===== src/rtl/edge_irq_pkg.sv =====
package edge_irq_pkg;
  localparam int unsigned NUM_PORTS = 3;
  localparam int unsigned PORT_W    = 8;
  localparam int unsigned NUM_PINS  = NUM_PORTS * PORT_W;
  localparam int unsigned SYNC_LEN  = 2;

  typedef logic [PORT_W-1:0] port_vec_t;
endpackage


===== src/rtl/eil_reset_sync.sv =====
module eil_reset_sync #(
  parameter int unsigned STAGES = 2
) (
  input  logic clk,
  input  logic rst_n,
  output logic rst_n_sync
);
  logic [STAGES-1:0] chain_q;
  logic [STAGES-1:0] chain_d;

  always_comb begin
    chain_d = {chain_q[STAGES-2:0], 1'b1};
  end

  always_ff @(posedge clk or negedge rst_n) begin
    if (!rst_n) chain_q <= '0;
    else        chain_q <= chain_d;
  end

  assign rst_n_sync = chain_q[STAGES-1];
endmodule


===== src/rtl/eil_pin_sync.sv =====
module eil_pin_sync #(
  parameter int unsigned WIDTH  = 24,
  parameter int unsigned STAGES = 2
) (
  input  logic             clk,
  input  logic             rst_n,
  input  logic [WIDTH-1:0] pin_i,
  output logic [WIDTH-1:0] cur_o,
  output logic [WIDTH-1:0] prev_o
);
  for (genvar i = 0; i < WIDTH; i++) begin : g_bit
    logic [STAGES-1:0] stage_q;
    logic [STAGES-1:0] stage_d;
    logic              prev_q;

    always_comb begin
      stage_d = {stage_q[STAGES-2:0], pin_i[i]};
    end

    always_ff @(posedge clk or negedge rst_n) begin
      if (!rst_n) begin
        stage_q <= '0;
        prev_q  <= 1'b0;
      end else begin
        stage_q <= stage_d;
        prev_q  <= stage_q[STAGES-1];
      end
    end

    assign cur_o[i]  = stage_q[STAGES-1];
    assign prev_o[i] = prev_q;
  end
endmodule


===== src/rtl/eil_port_slice.sv =====
module eil_port_slice
  import edge_irq_pkg::*;
(
  input  logic      clk,
  input  logic      rst_n,
  input  port_vec_t cur_i,
  input  port_vec_t prev_i,
  input  logic      pol_wr_i,
  input  logic      en_wr_i,
  input  logic      clr_wr_i,
  input  port_vec_t wdata_i,
  output port_vec_t flags_o,
  output port_vec_t en_o,
  output port_vec_t hit_o
);
  port_vec_t pol_q, pol_d;
  port_vec_t en_q,  en_d;
  port_vec_t flg_q, flg_d;
  port_vec_t rise, fall, hit;

  always_comb begin
    rise  = cur_i & ~prev_i;
    fall  = ~cur_i & prev_i;
    hit   = ((pol_q & rise) | (~pol_q & fall)) & en_q;
    pol_d = pol_wr_i ? wdata_i : pol_q;
    en_d  = en_wr_i  ? wdata_i : en_q;
    flg_d = en_d & (hit | (flg_q & ~{PORT_W{clr_wr_i}}));
  end

  always_ff @(posedge clk or negedge rst_n) begin
    if (!rst_n) begin
      pol_q <= '0;
      en_q  <= '0;
      flg_q <= '0;
    end else begin
      pol_q <= pol_d;
      en_q  <= en_d;
      flg_q <= flg_d;
    end
  end

  assign flags_o = flg_q;
  assign en_o    = en_q;
  assign hit_o   = hit;
endmodule


===== src/rtl/edge_irq_latch.sv =====
module edge_irq_latch
  import edge_irq_pkg::*;
(
  input  logic                 clk,
  input  logic                 rst_n,
  input  logic [NUM_PINS-1:0]  pin_i,
  input  logic [NUM_PORTS-1:0] pol_wr_i,
  input  logic [NUM_PORTS-1:0] en_wr_i,
  input  logic [NUM_PORTS-1:0] clr_wr_i,
  input  logic [PORT_W-1:0]    wdata_i,
  output logic [NUM_PINS-1:0]  flags_o,
  output logic [PORT_W-1:0]    summary_o,
  output logic                 irq_o
);
  logic                 rst_n_sync;
  logic [NUM_PINS-1:0]  cur, prev;
  logic [NUM_PINS-1:0]  en_all, hit_all;
  logic [NUM_PORTS-1:0] port_any;

  eil_reset_sync #(.STAGES(2)) u_rst (
    .clk(clk), .rst_n(rst_n), .rst_n_sync(rst_n_sync)
  );

  eil_pin_sync #(.WIDTH(NUM_PINS), .STAGES(SYNC_LEN)) u_sync (
    .clk(clk), .rst_n(rst_n_sync), .pin_i(pin_i), .cur_o(cur), .prev_o(prev)
  );

  for (genvar p = 0; p < NUM_PORTS; p++) begin : g_port
    eil_port_slice u_slice (
      .clk      (clk),
      .rst_n    (rst_n_sync),
      .cur_i    (cur[p*PORT_W +: PORT_W]),
      .prev_i   (prev[p*PORT_W +: PORT_W]),
      .pol_wr_i (pol_wr_i[p]),
      .en_wr_i  (en_wr_i[p]),
      .clr_wr_i (clr_wr_i[p]),
      .wdata_i  (wdata_i),
      .flags_o  (flags_o[p*PORT_W +: PORT_W]),
      .en_o     (en_all[p*PORT_W +: PORT_W]),
      .hit_o    (hit_all[p*PORT_W +: PORT_W])
    );
    assign port_any[p] = |flags_o[p*PORT_W +: PORT_W];
  end

  always_comb begin
    summary_o = '0;
    summary_o[NUM_PORTS-1:0] = port_any;
  end

  assign irq_o = |port_any;
endmodule


===== config.mk =====
export PLATFORM = sky130hd
export DESIGN_NAME = edge_irq_latch
export DESIGN_NICKNAME = d
export VERILOG_FILES = /design/src/rtl/edge_irq_pkg.sv /design/src/rtl/eil_reset_sync.sv /design/src/rtl/eil_pin_sync.sv /design/src/rtl/eil_port_slice.sv /design/src/rtl/edge_irq_latch.sv
export SDC_FILE = /design/constraint.sdc
export NUM_CORES = 1
export LEC_CHECK = 0
export ABC_AREA = 1
export BUFFER_PORTS_ARGS = -buffer_cell sky130_fd_sc_hd__buf_4
export CORE_MARGIN = 4
export CORE_UTILIZATION = 60
export CTS_CLUSTER_SIZE = 24
export DETAILED_ROUTE_END_ITERATION = 12
export PLACE_DENSITY = 0.93
export SYNTH_ARGS = -nofsm -noshare
export SYNTH_HDL_FRONTEND = slang
export SYNTH_SLANG_ARGS = --single-unit
export TNS_END_PERCENT = 50

===== constraint.sdc =====
create_clock -name clk -period 13.3 [get_ports clk]
set_clock_uncertainty 0.15 [all_clocks]
set_input_delay 2.66 -clock clk [delete_from_list [all_inputs] [get_ports clk]]
set_output_delay 2.66 -clock clk [all_outputs]
set_load 0.1 [all_outputs]

==> results of run 1 <==
==> cells in the mapped netlist <==
master | count | area (sq um)
buf_2 | 3 | 15.0
buf_6 | 3 | 33.8
o21ai_2 | 8 | 70.1
o21ai_0 | 36 | 180
o21ai_1 | 4 | 20.0
nand3_1 | 49 | 245
dfrtp_1 | 146 | 3650
nand2_1 | 124 | 465
inv_1 | 108 | 405
nand2_2 | 2 | 12.5
a21oi_2 | 8 | 70.1
a21oi_1 | 16 | 80.1
nor2_1 | 15 | 56.3
buf_4 | 5 | 37.5
inv_2 | 2 | 7.51
conb_1 | 2 | 7.51
==> area by class of cell <==
cell class | count | area share, %
clock buffers | 19 | 6.58
clock inverters | 13 | 2.42
inverters | 110 | 6.30
multi-input cells | 268 | 18.6
flip-flops and latches | 146 | 55.8
well taps | 108 | 2.06
repair buffers | 72 | 8.24
==> kinds of logic after synthesis <==
logic type,after synthesis
AND/OR/NAND/NOR,190
AO/OA/AOI/OAI,72
flip-flops,146
buffers and inverters,121
other,2
==> per-stage QoR <==
step                      hold WS (ps)  util (%)  worst slack, ps  instance area, sq um
final                             13.5      75.2             8680                  6560
after global routing              38.1      75.2             8580                  6560
after CTS                         22.0      75.2             8680                  6560
after detailed placement          21.9      68.4             9240                  5970
after global placement            17.5      68.4             9310                  5970
after floorplan                    181         -             8580                  5380
==> placed cells by master (no fill, tap or decap) <==
cell type	count
inv_2	2
bufinv_16	3
o21ai_1	4
a21oi_2	8
inv_1	108
clkinv_2	4
clkinvlp_4	3
o21ai_0	36
a21oi_1	16
clkbuf_16	16
nand2_2	2
clkbuf_1	1
nor2_1	15
o21ai_2	8
nand3_1	49
buf_4	72
dfrtp_1	145
nand2_1	124
clkbuf_8	2
dfrtp_4	1
clkinv_4	1
inv_6	2
conb_1	6
==> state kept, by name, indices dropped and copies added (netlist names) <==
register	flops
g_port.u_slice.en_o	24
g_port.u_slice.pol_q	24
u_rst.chain_q	2
u_sync.g_bit.stage_q	48
u_sync.g_bit.prev_q	24
g_port.u_slice.flags_o	24
==> report_power, final <==
group,internal [mW],switching [mW]
combinational,0.0375,0.127
sequential,0.475,0.0205
clock,0.291,0.186
total,0.803,0.334
==> worst max-delay path by stage <==
| stage | start | end | slack (ps) | cells after the start |
|---|---|---|---|---|
| floorplan | g_port[1].u_slice.flags_o[0] | irq_o | 8580 | 4 |
| global placement | g_port[2].u_slice.flags_o[0] | irq_o | 9310 | 5 |
| detailed placement | g_port[2].u_slice.flags_o[0] | irq_o | 9240 | 5 |
| CTS | g_port[2].u_slice.flags_o[0] | irq_o | 8680 | 5 |
| global route | g_port[2].u_slice.flags_o[0] | irq_o | 8580 | 5 |
| finish | g_port[2].u_slice.flags_o[0] | irq_o | 8680 | 5 |
==> worst max-delay path: stages, from the launching register on <==
cell     delay (ps)
dfrtp_1         410
nor2_1          140
nand2_1          70
nor2_1          280
nand3_1         130
buf_4           250
==> routing by layer <==
metal  vias to the layer above  global-route usage [%]  wire length, um
li1                       1782                       -                -
met1                      1993                    31.7             4840
met2                       179                    44.1             6420
met3                        63                    8.39              919
met4                         0                    16.4              754
met5                         -                       0                0
==> out/metrics.yaml, run 1 <==
global_route:
  grt_overflow: 0
  first_global_vias: 4189
  grt_pass1_wl_mm: 20.8
  antenna_found_initial: 0
  track_usage_pct: 27.1
  grt_start_max_net_pins: 78
placed_design:
  io_buffers: 70
  post-dp-hpwl_mm: 7.87
  place_inst: 704
  gp_congestion: 0.804
yosys:
  ys_seq_area_share_pct: 68.2
  synth-simple-area-share_pct: 14.5
  synth.distinct_cells: 16
  synth_xor_area_share_pct: 0
  synth_adder_area_share_pct: 0
  synth_seq_cells: 146
  synth_compound_area_share_pct: 7.84
  syn_area_sq_mm: 0.00536
  yosysWarnings: 0
  postSynthAreaPerCell_sq_um: 10.1
  synthMuxAreaShare_pct: 0
  synth_top_family_by_area: "simple AND/OR/NAND/NOR gates"
  syn_inst: 531
finish:
  nFillCells: 536
  fin_nets: 658
  final_cells: 736
  ff_latch_area_sq_mm: 0.00366
  area_growth_pct: 22.4
  antenna_cells: 0
  multiInputGateArea_sq_mm: 0.00122
  drive_gt1_share_pct: 19.7
critical_path:
  critPathMaxFanout: 3
  path_class: "reg2out"
  r2r-end: "g_port[0].u_slice.flags_o[4]"
  end_kind: "output pin"
  required_ps: 10490
  r2r_slack_ps: 11170
  rr_startpoint: "u_rst.chain_q[1]"
  cp-start-kind: "register"
  ff2ff_path_depth: 2
  arrival_ps: 1810
route:
  ant_nets: 0
  wl_per_cell_um: 17.6
  firstDrtPassIters: 8
  drtIter0Drc: 313
  drc: 0
  route.vias.total: 4017
  finalWirelength_mm: 12.9
  vias_per_cell: 5.46
clock_network:
  clkTransAtPathRegs_ps: 70
  h-tree-depth: 4
  post_cts_buffers: 0
  cts_resized: 0
  clk_latency_ps: 530
  numCtsBuffers: 17
  clock-sinks: 146
  root_buffer: "clkbuf_8"
  cts_hold_buf: 0
  cts_buffer_depth: 2
  cts_tree: "yes"
die:
  core_area_sq_mm: 0.00872
  die_w_um: 103
  start_util_pct: 61.5
  dieArea_sq_mm: 0.0105
  die_h_um: 103
  pin_count: 76
  fp-row-count: 34
sta:
  relSlewSlack_pct: 37.4
  fmax_mhz: 217
  slew_violations: 0
  tightest_slew_ps: 939
  final.setup.tns_ps: 0
  post-route-period-util_pct: 34.7
  setup_violations: 0
  rsz0062_at_grt: "false"
  hold_viol: 0
  finalCriticalPeriod_ps: 4620
power_and_ir_drop:
  ir_worst_vdd_uv: 106
  power.density_mw_per_mm2: 173
  finalPower_mw: 1.14
  total_leakage_power_nw: 3.45
flow_run:
  max-cap-violations: 0
outcome:
  status: "complete, no violations"
worst_hold_path:
  hold_path.class: "reg2async"
Power figures use the tool's default switching activity.
==> inputs of run 2 (changes only) <==
Settings changed: ABC_AREA 1 to 0, CORE_UTILIZATION 60 to 50, PLACE_DENSITY 0.93 to 0.84.
Clock period 13.3 ns to 4.14 ns, I/O delays scaled along.
==> out/metrics.yaml, run 2 <==
critical_path:
  cp-start-kind: "register"  # unchanged
  arrival_ps: 2130  # was 1810 ps
  critPathMaxFanout: 3  # unchanged
  r2r-end: "u_sync.g_bit[10].stage_q[0]"  # was g_port[0].u_slice.flags_o[4]
  r2r_slack_ps: 2710  # was 11170 ps
  path_class: "reg2out"  # unchanged
  cp-endpoint: "irq_o"  # unchanged
  required_ps: 3160  # was 10490 ps
  cp_slowest_stage_delay_ps: 400  # was 410 ps
  path_cells: "nor4_1 > nand2_1 > or3_1 > buf_4"  # was nor2_1 > nand2_1 > nor2_1 > nand3_1 > buf_4
  rr_startpoint: "u_rst.chain_q[1]"  # unchanged
  worstSetupStartpoint: "g_port[1].u_slice.flags_o[2]"  # was g_port[2].u_slice.flags_o[0]
  ff2ff_path_depth: 1  # was 2
  end_kind: "output pin"  # unchanged
  crit_slowest_cell: "dfrtp_1"  # unchanged
route:
  firstDrtPassIters: 4  # was 8
  ant_nets: 0  # unchanged
  route.vias.total: 2904  # was 4017
  vias_per_cell: 5.12  # was 5.46
  finalWirelength_mm: 9.67  # was 12.9 mm
  drtIter0Drc: 125  # was 313
  drc: 0  # unchanged
  wl_per_cell_um: 17.1  # was 17.6 um
finish:
  largest_reg_flops: 48  # unchanged
  antenna_cells: 0  # unchanged
  area_growth_pct: 24.2  # was 22.4%
  finish.utilization_pct: 64.8  # was 75.2%
  registers.top_by_ff_count: "u_sync.g_bit.stage_q"  # unchanged
  layout_commonest_cell: "dfrtp_1"  # unchanged
  nFillCells: 712  # was 536
  final_cells: 567  # was 736
  multiInputGateArea_sq_mm: 0.00146  # was 0.00122 sq mm
  ff_latch_area_sq_mm: 0.00366  # unchanged
  layout_common_cells: "dfrtp_1, buf_4, mux2_2"  # was dfrtp_1, nand2_1, inv_1
  drive_gt1_share_pct: 34.6  # was 19.7%
  fin_nets: 464  # was 658
sta:
  hold_viol: 0  # unchanged
  post-route-period-util_pct: 75.1
  fmax_mhz: 322
  relSlewSlack_pct: 52.7  # was 37.4%
  rsz0062_at_grt: "false"  # unchanged
  tightest_slew_ps: 709  # was 939 ps
  slew_violations: 0  # unchanged
  finalCriticalPeriod_ps: 3110
  finalHoldWorstSlack_ps: 196  # was 13.5 ps
  final.setup.tns_ps: 0  # unchanged
  fin_ws_ps: 1030  # was 8680 ps
  setup_violations: 0  # unchanged
clock_network:
  clk_latency_ps: 510  # was 530 ps
  post_cts_buffers: 0  # unchanged
  numCtsBuffers: 17  # unchanged
  cts_hold_buf: 1  # was 0
  clkTransAtPathRegs_ps: 60  # was 70 ps
  cts_tree: "yes"  # unchanged
  root_buffer: "clkbuf_8"  # unchanged
  h-tree-depth: 4  # unchanged
  cts_resized: 0  # unchanged
  cts_buffer_depth: 2  # unchanged
  clock-sinks: 146  # unchanged
flow_run:
  max-cap-violations: 0  # unchanged
die:
  start_util_pct: 52.1  # was 61.5%
  dieArea_sq_mm: 0.0120  # was 0.0105 sq mm
  die_w_um: 110  # was 103 um
  fp-row-count: 36  # was 34
  core_area_sq_mm: 0.00991  # was 0.00872 sq mm
  pin_count: 76  # unchanged
  die_h_um: 110  # was 103 um
yosys:
  synthTopCellsByCount: "dfrtp_1, mux2_2"  # was dfrtp_1, nand2_1, inv_1
  synth_edf_count: 0  # unchanged
  synth.distinct_cells: 14  # was 16
  synth_seq_cells: 146  # unchanged
  syn_inst: 337  # was 531
  synthTopCellsByArea: "dfrtp_1, mux2_2, and3b_1"  # was dfrtp_1, nand2_1, inv_1
  synth.most_common_cell: "dfrtp_1"  # unchanged
  ys.flop_type: "dfrtp_1"  # unchanged
  synth_top_area_share_pct: 70.7  # was 68.2%
  yosys.area.top_type: "dfrtp_1"  # unchanged
  syn_area_sq_mm: 0.00517  # was 0.00536 sq mm
  ys_seq_area_share_pct: 70.7  # was 68.2%
  synthArstFlopShare_pct: 100  # unchanged
  yosysWarnings: 0  # unchanged
  postSynthAreaPerCell_sq_um: 15.3  # was 10.1 sq um
global_route:
  grt_start_max_net_pins: 89  # was 78
  antenna_found_initial: 0  # unchanged
  first_global_vias: 3236  # was 4189
  grt_pass1_wl_mm: 15.8  # was 20.8 mm
  grt_overflow: 0  # unchanged
  track_usage_pct: 17.9  # was 27.1%
worst_hold_path:
  hold_path.class: "reg2reg"  # was reg2async
power_and_ir_drop:
  power.density_mw_per_mm2: 546  # was 173 mW/mm^2
  total_leakage_power_nw: 2.92  # was 3.45 nW
  ir_worst_vdd_uv: 452  # was 106 uV
placed_design:
  place_inst: 534  # was 704
  gp_congestion: 0.743  # was 0.804
  pre_cts_slack_ps: 1550  # was 9240 ps
  io_buffers: 70  # unchanged
  post-dp-hpwl_mm: 6.60  # was 7.87 mm
outcome:
  status: "complete, no violations"  # unchanged
-- run 2: cell count changes after synthesis, moves of 16 or more --
cell | before | now
a21boi_0 | 0 | 24
a21oi_1 | 16 | 0
and3b_1 | 0 | 24
inv_1 | 108 | 0
mux2_2 | 0 | 48
nand2_1 | 124 | 3
nand2b_1 | 0 | 22
nand3_1 | 49 | 0
nor3b_1 | 0 | 24
-- run 2: critical path: cells and delay by family (launching register included) --
family        cells  cell delay (ps)
buf+inv           1              240
flops             1              400
simple gates      3              970
-- run 2: through the flow --
step / total power, mW / cell area [sq um]
3_5_place_dp: 2.07 / 5830
5_1_grt: 3.64 / 6420
3_3_place_gp: 2.06 / 5830
4_1_cts: 3.55 / 6420
6_report: 3.51 / 6420
2_1_floorplan: 1.94 / 5180
-- run 2: per-layer routing --
layer	share of wire (%)	GRT usage, %	vias up
li1	-	-	1347
met1	43	22.2	1484
met2	50	29.5	61
met3	5.1	6.52	12
met4	1.5	5.88	0
met5	0	0	-
-- run 2: worst min-delay path by stage --
stage                                      startpoint                     endpoint  slack (ps)  cells past startpoint
after detailed placement  u_sync.g_bit[14].stage_q[0]  u_sync.g_bit[14].stage_q[1]         180                      0
final                     u_sync.g_bit[14].stage_q[0]  u_sync.g_bit[14].stage_q[1]         200                      0
after CTS                 u_sync.g_bit[14].stage_q[0]  u_sync.g_bit[14].stage_q[1]         200                      0
after global routing       u_sync.g_bit[5].stage_q[0]   u_sync.g_bit[5].stage_q[1]         200                      0
after global placement     u_sync.g_bit[8].stage_q[0]   u_sync.g_bit[8].stage_q[1]         180                      0
after floorplan                      u_rst.chain_q[0]             u_rst.chain_q[1]         180                      0
-- run 2: cell families (layout without fill, tap and decap cells) --
group	Yosys count	count (layout)	share of synthesized area, %
AOI/OAI and AO/OA	48	48	5.81
buffers and inverters	11	104	1.31
DFF	146	146	70.7
muxes	48	48	10.5
other	2	6	0.145
and+or+nand+nor	82	82	11.6
-- run 2: layout make-up --
class                      count  area share, %
sequential                   146           57.0
multi-input combinational    184           22.8
timing repair buffer          72           8.65
clock buffer                  21           7.00
tap                          133           2.59
clock inverter                11           2.01
-- run 2: report_power, final --
group	internal, mW	switching, mW
Clock	0.893	0.570
Combinational	0.141	0.311
Sequential	1.53	0.0662
